`src/rtl/smm_vga_router.sv`:
```
module smm_vga_router #(
  parameter int ADDR_W = 32,
  parameter int NBR    = 4,
  localparam int PORT_W = (NBR > 1) ? $clog2(NBR) : 1
) (
  input  logic              clk,
  input  logic              rst_n,
  input  logic              req_valid,
  input  logic [ADDR_W-1:0] req_addr,
  input  logic              req_code,
  input  logic              req_smm,
  input  logic              req_inbound,
  input  logic              req_self,
  input  logic              leg_en,
  input  logic              ext_en,
  input  logic              high_en,
  input  logic [ADDR_W-1:0] ext_top,
  input  logic [ADDR_W-1:0] ext_size,
  input  logic              smram_open,
  input  logic              data_close,
  input  logic              lock_req,
  input  logic [NBR-1:0]    bridge_vga,
  input  logic              err_clr,
  output logic              rsp_valid,
  output logic [2:0]        rsp_dest,
  output logic [PORT_W-1:0] rsp_port,
  output logic [ADDR_W-1:0] rsp_addr,
  output logic              rsp_nosnoop,
  output logic              smm_err,
  output logic              lock_state
);
  localparam logic [2:0] D_SYS = 3'd0, D_SMM = 3'd1, D_VGA = 3'd2, D_BUS = 3'd3, D_ABT = 3'd4;
  localparam logic [ADDR_W-1:0] LEG_LO = ADDR_W'(32'h000A_0000);
  localparam logic [ADDR_W-1:0] LEG_HI = ADDR_W'(32'h000B_FFFF);
  localparam logic [ADDR_W-1:0] HI_LO  = ADDR_W'(32'hFEDA_0000);
  localparam logic [ADDR_W-1:0] HI_HI  = ADDR_W'(32'hFEDB_FFFF);

  logic lock_q;
  wire [ADDR_W-1:0] ext_lo = ext_top - ext_size;
  wire hit_leg = leg_en  && req_addr >= LEG_LO && req_addr <= LEG_HI;
  wire hit_hi  = high_en && req_addr >= HI_LO  && req_addr <= HI_HI;
  wire hit_ext = ext_en  && req_addr >= ext_lo && req_addr <  ext_top;
  wire any_hit = hit_leg | hit_hi | hit_ext;
  wire open_eff = smram_open & ~lock_q;
  wire grant = open_eff | (req_smm & ~(hit_leg & ~req_code & data_close));

  logic [PORT_W-1:0] vga_idx;
  logic [$clog2(NBR+1)-1:0] vga_cnt;
  always_comb begin
    vga_idx = '0;
    vga_cnt = '0;
    for (int i = 0; i < NBR; i++)
      if (bridge_vga[i]) begin
        vga_idx = PORT_W'(i);
        vga_cnt = vga_cnt + 1'b1;
      end
  end

  logic [2:0]        dest_c;
  logic [ADDR_W-1:0] addr_c;
  logic              err_c;
  always_comb begin
    dest_c = D_SYS;
    addr_c = req_addr;
    err_c  = 1'b0;
    if (req_inbound && req_self) begin
      dest_c = D_ABT;
    end else if (hit_leg) begin
      if (!req_inbound && grant) dest_c = D_SMM;
      else if (!req_inbound && vga_cnt == 1) dest_c = D_VGA;
      else dest_c = D_BUS;
    end else if (hit_hi || hit_ext) begin
      if (!req_inbound && grant) begin
        dest_c = D_SMM;
        if (hit_hi) addr_c = LEG_LO | ADDR_W'(req_addr[16:0]);
      end else begin
        dest_c = D_ABT;
        err_c  = 1'b1;
      end
    end
  end

  wire nosnoop_c = req_inbound & ~req_self & any_hit;
  wire err_set   = req_valid & err_c;

  always_ff @(posedge clk) begin
    if (!rst_n) begin
      rsp_valid   <= 1'b0;
      rsp_dest    <= D_SYS;
      rsp_port    <= '0;
      rsp_addr    <= '0;
      rsp_nosnoop <= 1'b0;
      smm_err     <= 1'b0;
      lock_q      <= 1'b0;
    end else begin
      rsp_valid <= req_valid;
      if (req_valid) begin
        rsp_dest    <= dest_c;
        rsp_port    <= vga_idx;
        rsp_addr    <= addr_c;
        rsp_nosnoop <= nosnoop_c;
      end
      smm_err <= err_set | (smm_err & ~err_clr);
      lock_q  <= lock_q | lock_req;
    end
  end

  assign lock_state = lock_q;


  lock_hold_chk: assert property (@(posedge clk) disable iff (!rst_n) lock_q |=> lock_q);

  err_sticky_chk: assert property (@(posedge clk) disable iff (!rst_n) (smm_err && !err_clr) |=> smm_err);

  rsp_follow_chk: assert property (@(posedge clk) disable iff (!rst_n) req_valid |=> rsp_valid);

  rsp_idle_chk: assert property (@(posedge clk) disable iff (!rst_n) !req_valid |=> !rsp_valid);

  vga_single_chk: assert property (@(posedge clk) disable iff (!rst_n)
    (req_valid && !req_inbound && !grant && hit_leg) |=>
      ((rsp_dest == D_VGA) == ($countones($past(bridge_vga)) == 1)));

  inbound_deny_chk: assert property (@(posedge clk) disable iff (!rst_n)
    (req_valid && req_inbound) |=> rsp_dest != D_SMM);
endmodule

```
`config.mk`:
```
export PLATFORM = sky130hd
export DESIGN_NAME = smm_vga_router
export DESIGN_NICKNAME = d
export VERILOG_FILES = /design/src/rtl/smm_vga_router.sv
export SDC_FILE = /design/constraint.sdc
export NUM_CORES = 1
export LEC_CHECK = 0
export BUFFER_PORTS_ARGS = -buffer_cell sky130_fd_sc_hd__buf_2
export CAP_MARGIN = 25
export CORE_UTILIZATION = 43
export CTS_BUF_LIST = sky130_fd_sc_hd__clkbuf_4 sky130_fd_sc_hd__clkbuf_8
export DETAILED_ROUTE_END_ITERATION = 6
export PLACE_DENSITY = 0.7
export SETUP_SLACK_MARGIN = 0.15
export SYNTH_ARGS = -nofsm -noshare
export SYNTH_HDL_FRONTEND = slang
export SYNTH_SLANG_ARGS = --single-unit
```
`constraint.sdc`:
```
create_clock -name clk -period 6.7 [get_ports clk]
set_input_delay 1.675 -clock clk [delete_from_list [all_inputs] [get_ports clk]]
set_output_delay 1.675 -clock clk [all_outputs]
set_load 0.005 [all_outputs]
```
==> impl_metrics.json <==
{
  "status": "finished clean",
  "timing.final.crit_share_pct": 85.4,
  "max_freq_mhz": 175,
  "ant_nets": 0,
  "crit_required_ps": 6900,
  "root_buffer": "clkbuf_8",
  "report.final.slew_viol_count": 0,
  "leakage_nw": 3.19,
  "fin_nets": 974,
  "syn-cell-area_um2": 4850,
  "area_growth_syn_to_layout_pct": 21.3,
  "hpwl_mm": 11.8,
  "postPlaceCellArea_um2": 5750,
  "postSynthNetCount": 822,
  "worstReg2RegStart": "lock_state",
  "synth.avg_cell_area_um2": 7.95,
  "hp-start": "rsp_nosnoop",
  "rrSetupSlack_ps": 5370,
  "drive_gt1_share_pct": 22.8,
  "grt_antenna_before_repair": 0,
  "holdPathStages": 1,
  "skew_ps": 1.48,
  "wire_per_inst_um": 15.6,
  "initial_core_util_pct": 44.3,
  "switchingPower_mw": 0.326,
  "synth_cell_types": 66,
  "combPwrFrac_pct": 45.7,
  "cts_setup_buffers": 0,
  "rsz0062_at_grt": "no",
  "async_flop_share_pct": 0,
  "drt_iter0_drc": 208,
  "drc": 0,
  "gr-total-overflow": 0,
  "cts_hold_buf": 0,
  "hold_viol_final": 0,
  "firstDrtPassIters": 4,
  "die-area_um2": 11700,
  "fin_area_um2": 5880,
  "r2r-end": "rsp_addr[22]",
  "maxCapViolCount": 0,
  "die_w_um": 108,
  "r2r_cells": 5,
  "clk_path_buf_depth": 2,
  "cellPowerDensity_nw_per_um2": 157,
  "ir_worst_vdd_v": 0.000103,
  "pin_count": 155,
  "ys.warnings.count": 0,
  "cts.clk_slew.worst_paths_ps": 80,
  "setup_viol": 0,
  "cts_tree": "yes",
  "worst_pin_slew_ps": 889,
  "p_seq_share_pct": 28.7,
  "port_buffers": 154,
  "cp-start-kind": "input pin",
  "synth-seq-cells": 41,
  "grt_first_pass_wirelength_mm": 22.6,
  "startpoint": "ext_top[0]",
  "synth_flop_cell": "dfxtp_1",
  "synth-edff-count": 0,
  "holdPathEnd": "rsp_nosnoop",
  "vias": 5003,
  "drt-total-wl_mm": 14.1,
  "syn_inst": 610,
  "yosysSeqAreaShare_pct": 16.9,
  "gp_congestion": 0.931,
  "crit_type": "input pin to flip-flop",
  "h-tree-depth": 2,
  "vias_per_cell": 5.54,
  "hold_class": "flip-flop to flip-flop",
  "finalSetupTns_ps": 0,
  "grt_use_total_pct": 24.1,
  "rows": 38,
  "cts_resized": 0,
  "crit_arrival_ps": 5920,
  "grt_max_degree": 29,
  "fin_crit_ps": 5720,
  "cts_sinks": 41,
  "diodes": 0,
  "grt_pass1_vias": 4805,
  "clk_latency_ps": 290,
  "critPathCaptureType": "flip-flop",
  "cp_max_fo": 4,
  "fp.dieH_um": 108,
  "slew_headroom_pct": 40.6,
  "internal-power_mw": 0.595,
  "coreArea_um2": 10900,
  "clockPowerShare_pct": 25.6,
  "cts_buffers": 5,
  "swShare_pct": 35.4
}
[critical path, stage by stage]
cell       delay (ps)
buf_2             100
inv_1              50
ha_1              150
inv_1              50
fa_1              410
a21oi_1           240
o21ai_0           180
nand3_1           150
a21oi_2           110
a221oi_1          460
nor2_1             90
nor2_1            120
xor2_1            190
ha_1              270
nand2_1            70
o21ai_0            90
a2111oi_1         410
o311ai_0          200
and3_1            220
o22ai_1           310
a2111oi_0         180
a21o_1            170
[per-layer routing]
| metal | routed length, um | share of wire, % | up-vias | track usage [%] |
|---|---|---|---|---|
| met5 | 0 | 0 | - | 0 |
| met4 | 410 | 2.9 | 0 | 9.10 |
| met3 | 891 | 6.3 | 28 | 3.44 |
| met2 | 6570 | 47 | 186 | 41.6 |
| met1 | 6230 | 44 | 2285 | 30.2 |
| li1 | - | - | 2504 | - |
[Yosys cell counts, types with 4 or more instances]
library cell,number,area share [%]
ha_1,97,25
inv_1,85,6.6
a21oi_1,50,5.2
dfxtp_1,41,17
nand2_1,40,3.1
nor2_1,28,2.2
o21ai_0,26,2.7
nor2b_1,25,3.2
mux2i_1,22,4.5
a21o_1,21,3.3
nand4_1,16,2.1
xor2_1,16,2.9
nand3_1,12,1.2
xnor2_1,12,2.2
a22o_1,11,2.0
nor3_1,9,0.93
a211oi_1,8,1.2
and3_1,6,0.77
clkbuf_1,6,0.46
nand2b_1,5,0.64
and2_1,4,0.52
o21a_1,4,0.62
o21bai_1,4,0.62
[cell families after synthesis]
group	after synthesis	share of synthesized area [%]
multiplexers	22	4.54
AO/OA/AOI/OAI	163	22.5
buffers and inverters	94	7.56
adder cells (fa/ha/maj)	98	25.4
AND/OR/NAND/NOR	164	17.9
XOR/XNOR	28	5.06
flip-flops	41	16.9
[power by group through the flow]
stage	Sequential, mW	Clock (mW)	Combinational, mW
after floorplan	0.271	0	0.279
after global placement	0.270	0	0.403
after detailed placement	0.270	0	0.416
after CTS	0.265	0.241	0.419
after global routing	0.266	0.252	0.476
final	0.265	0.236	0.421
[area by class of cell]
cell class | count | area, um^2
fill | 1066 | 5050
clock buffer | 5 | 68.8
timing repair buffer | 154 | 771
tap | 140 | 175
clock inverter | 3 | 65.1
multi-input combinational | 475 | 3660
inverter | 85 | 319
sequential | 41 | 821
[worst max-delay path by stage]
stage	endpoint	slack (ps)	depth (start not counted)
after global placement	rsp_nosnoop	880	19
after floorplan	rsp_nosnoop	1460	21
after global routing	rsp_nosnoop	620	22
after CTS	rsp_nosnoop	1040	22
final	rsp_nosnoop	980	22
after detailed placement	rsp_nosnoop	740	22
[registers in the layout (all words and copies together), names as in the netlist]
signal / flops
rsp_valid: 1
lock_state: 1
smm_err: 1
rsp_addr: 32
rsp_port: 2
rsp_dest: 3
rsp_nosnoop: 1
[layout by cell type, fill, tap and decap left out, types with 4 or more instances in the layout]
cell / Yosys / routed
inv_1: 85 / 85
and2_1: 4 / 4
nor2_1: 28 / 28
a211oi_1: 8 / 8
o21a_1: 4 / 4
buf_2: 0 / 154
clkbuf_8: 1 / 5
nand2_1: 40 / 40
and3_1: 6 / 6
a22o_1: 11 / 11
nor2b_1: 25 / 25
a21oi_1: 50 / 50
a21o_1: 21 / 21
xor2_1: 16 / 16
nand4_1: 16 / 16
dfxtp_1: 41 / 41
nor3_1: 9 / 9
xnor2_1: 12 / 12
o21ai_0: 26 / 26
nand3_1: 12 / 12
o21bai_1: 4 / 4
ha_1: 97 / 97
nand2b_1: 5 / 5
mux2i_1: 22 / 22
[stage by stage]
step | power [mW] | utilization, % | setup WS, ps | hold WS [ps] | cells
6_report | 0.922 | 53.8 | 979 | 481 | 903
5_1_grt | 0.994 | 53.8 | 619 | 498 | 903
4_1_cts | 0.925 | 53.8 | 1040 | 482 | 903
3_5_place_dp | 0.686 | 52.6 | 741 | 447 | 895
3_3_place_gp | 0.672 | 52.6 | 878 | 456 | 895
2_1_floorplan | 0.549 | - | 1460 | 449 | 610
Power figures use the tool's default switching activity.
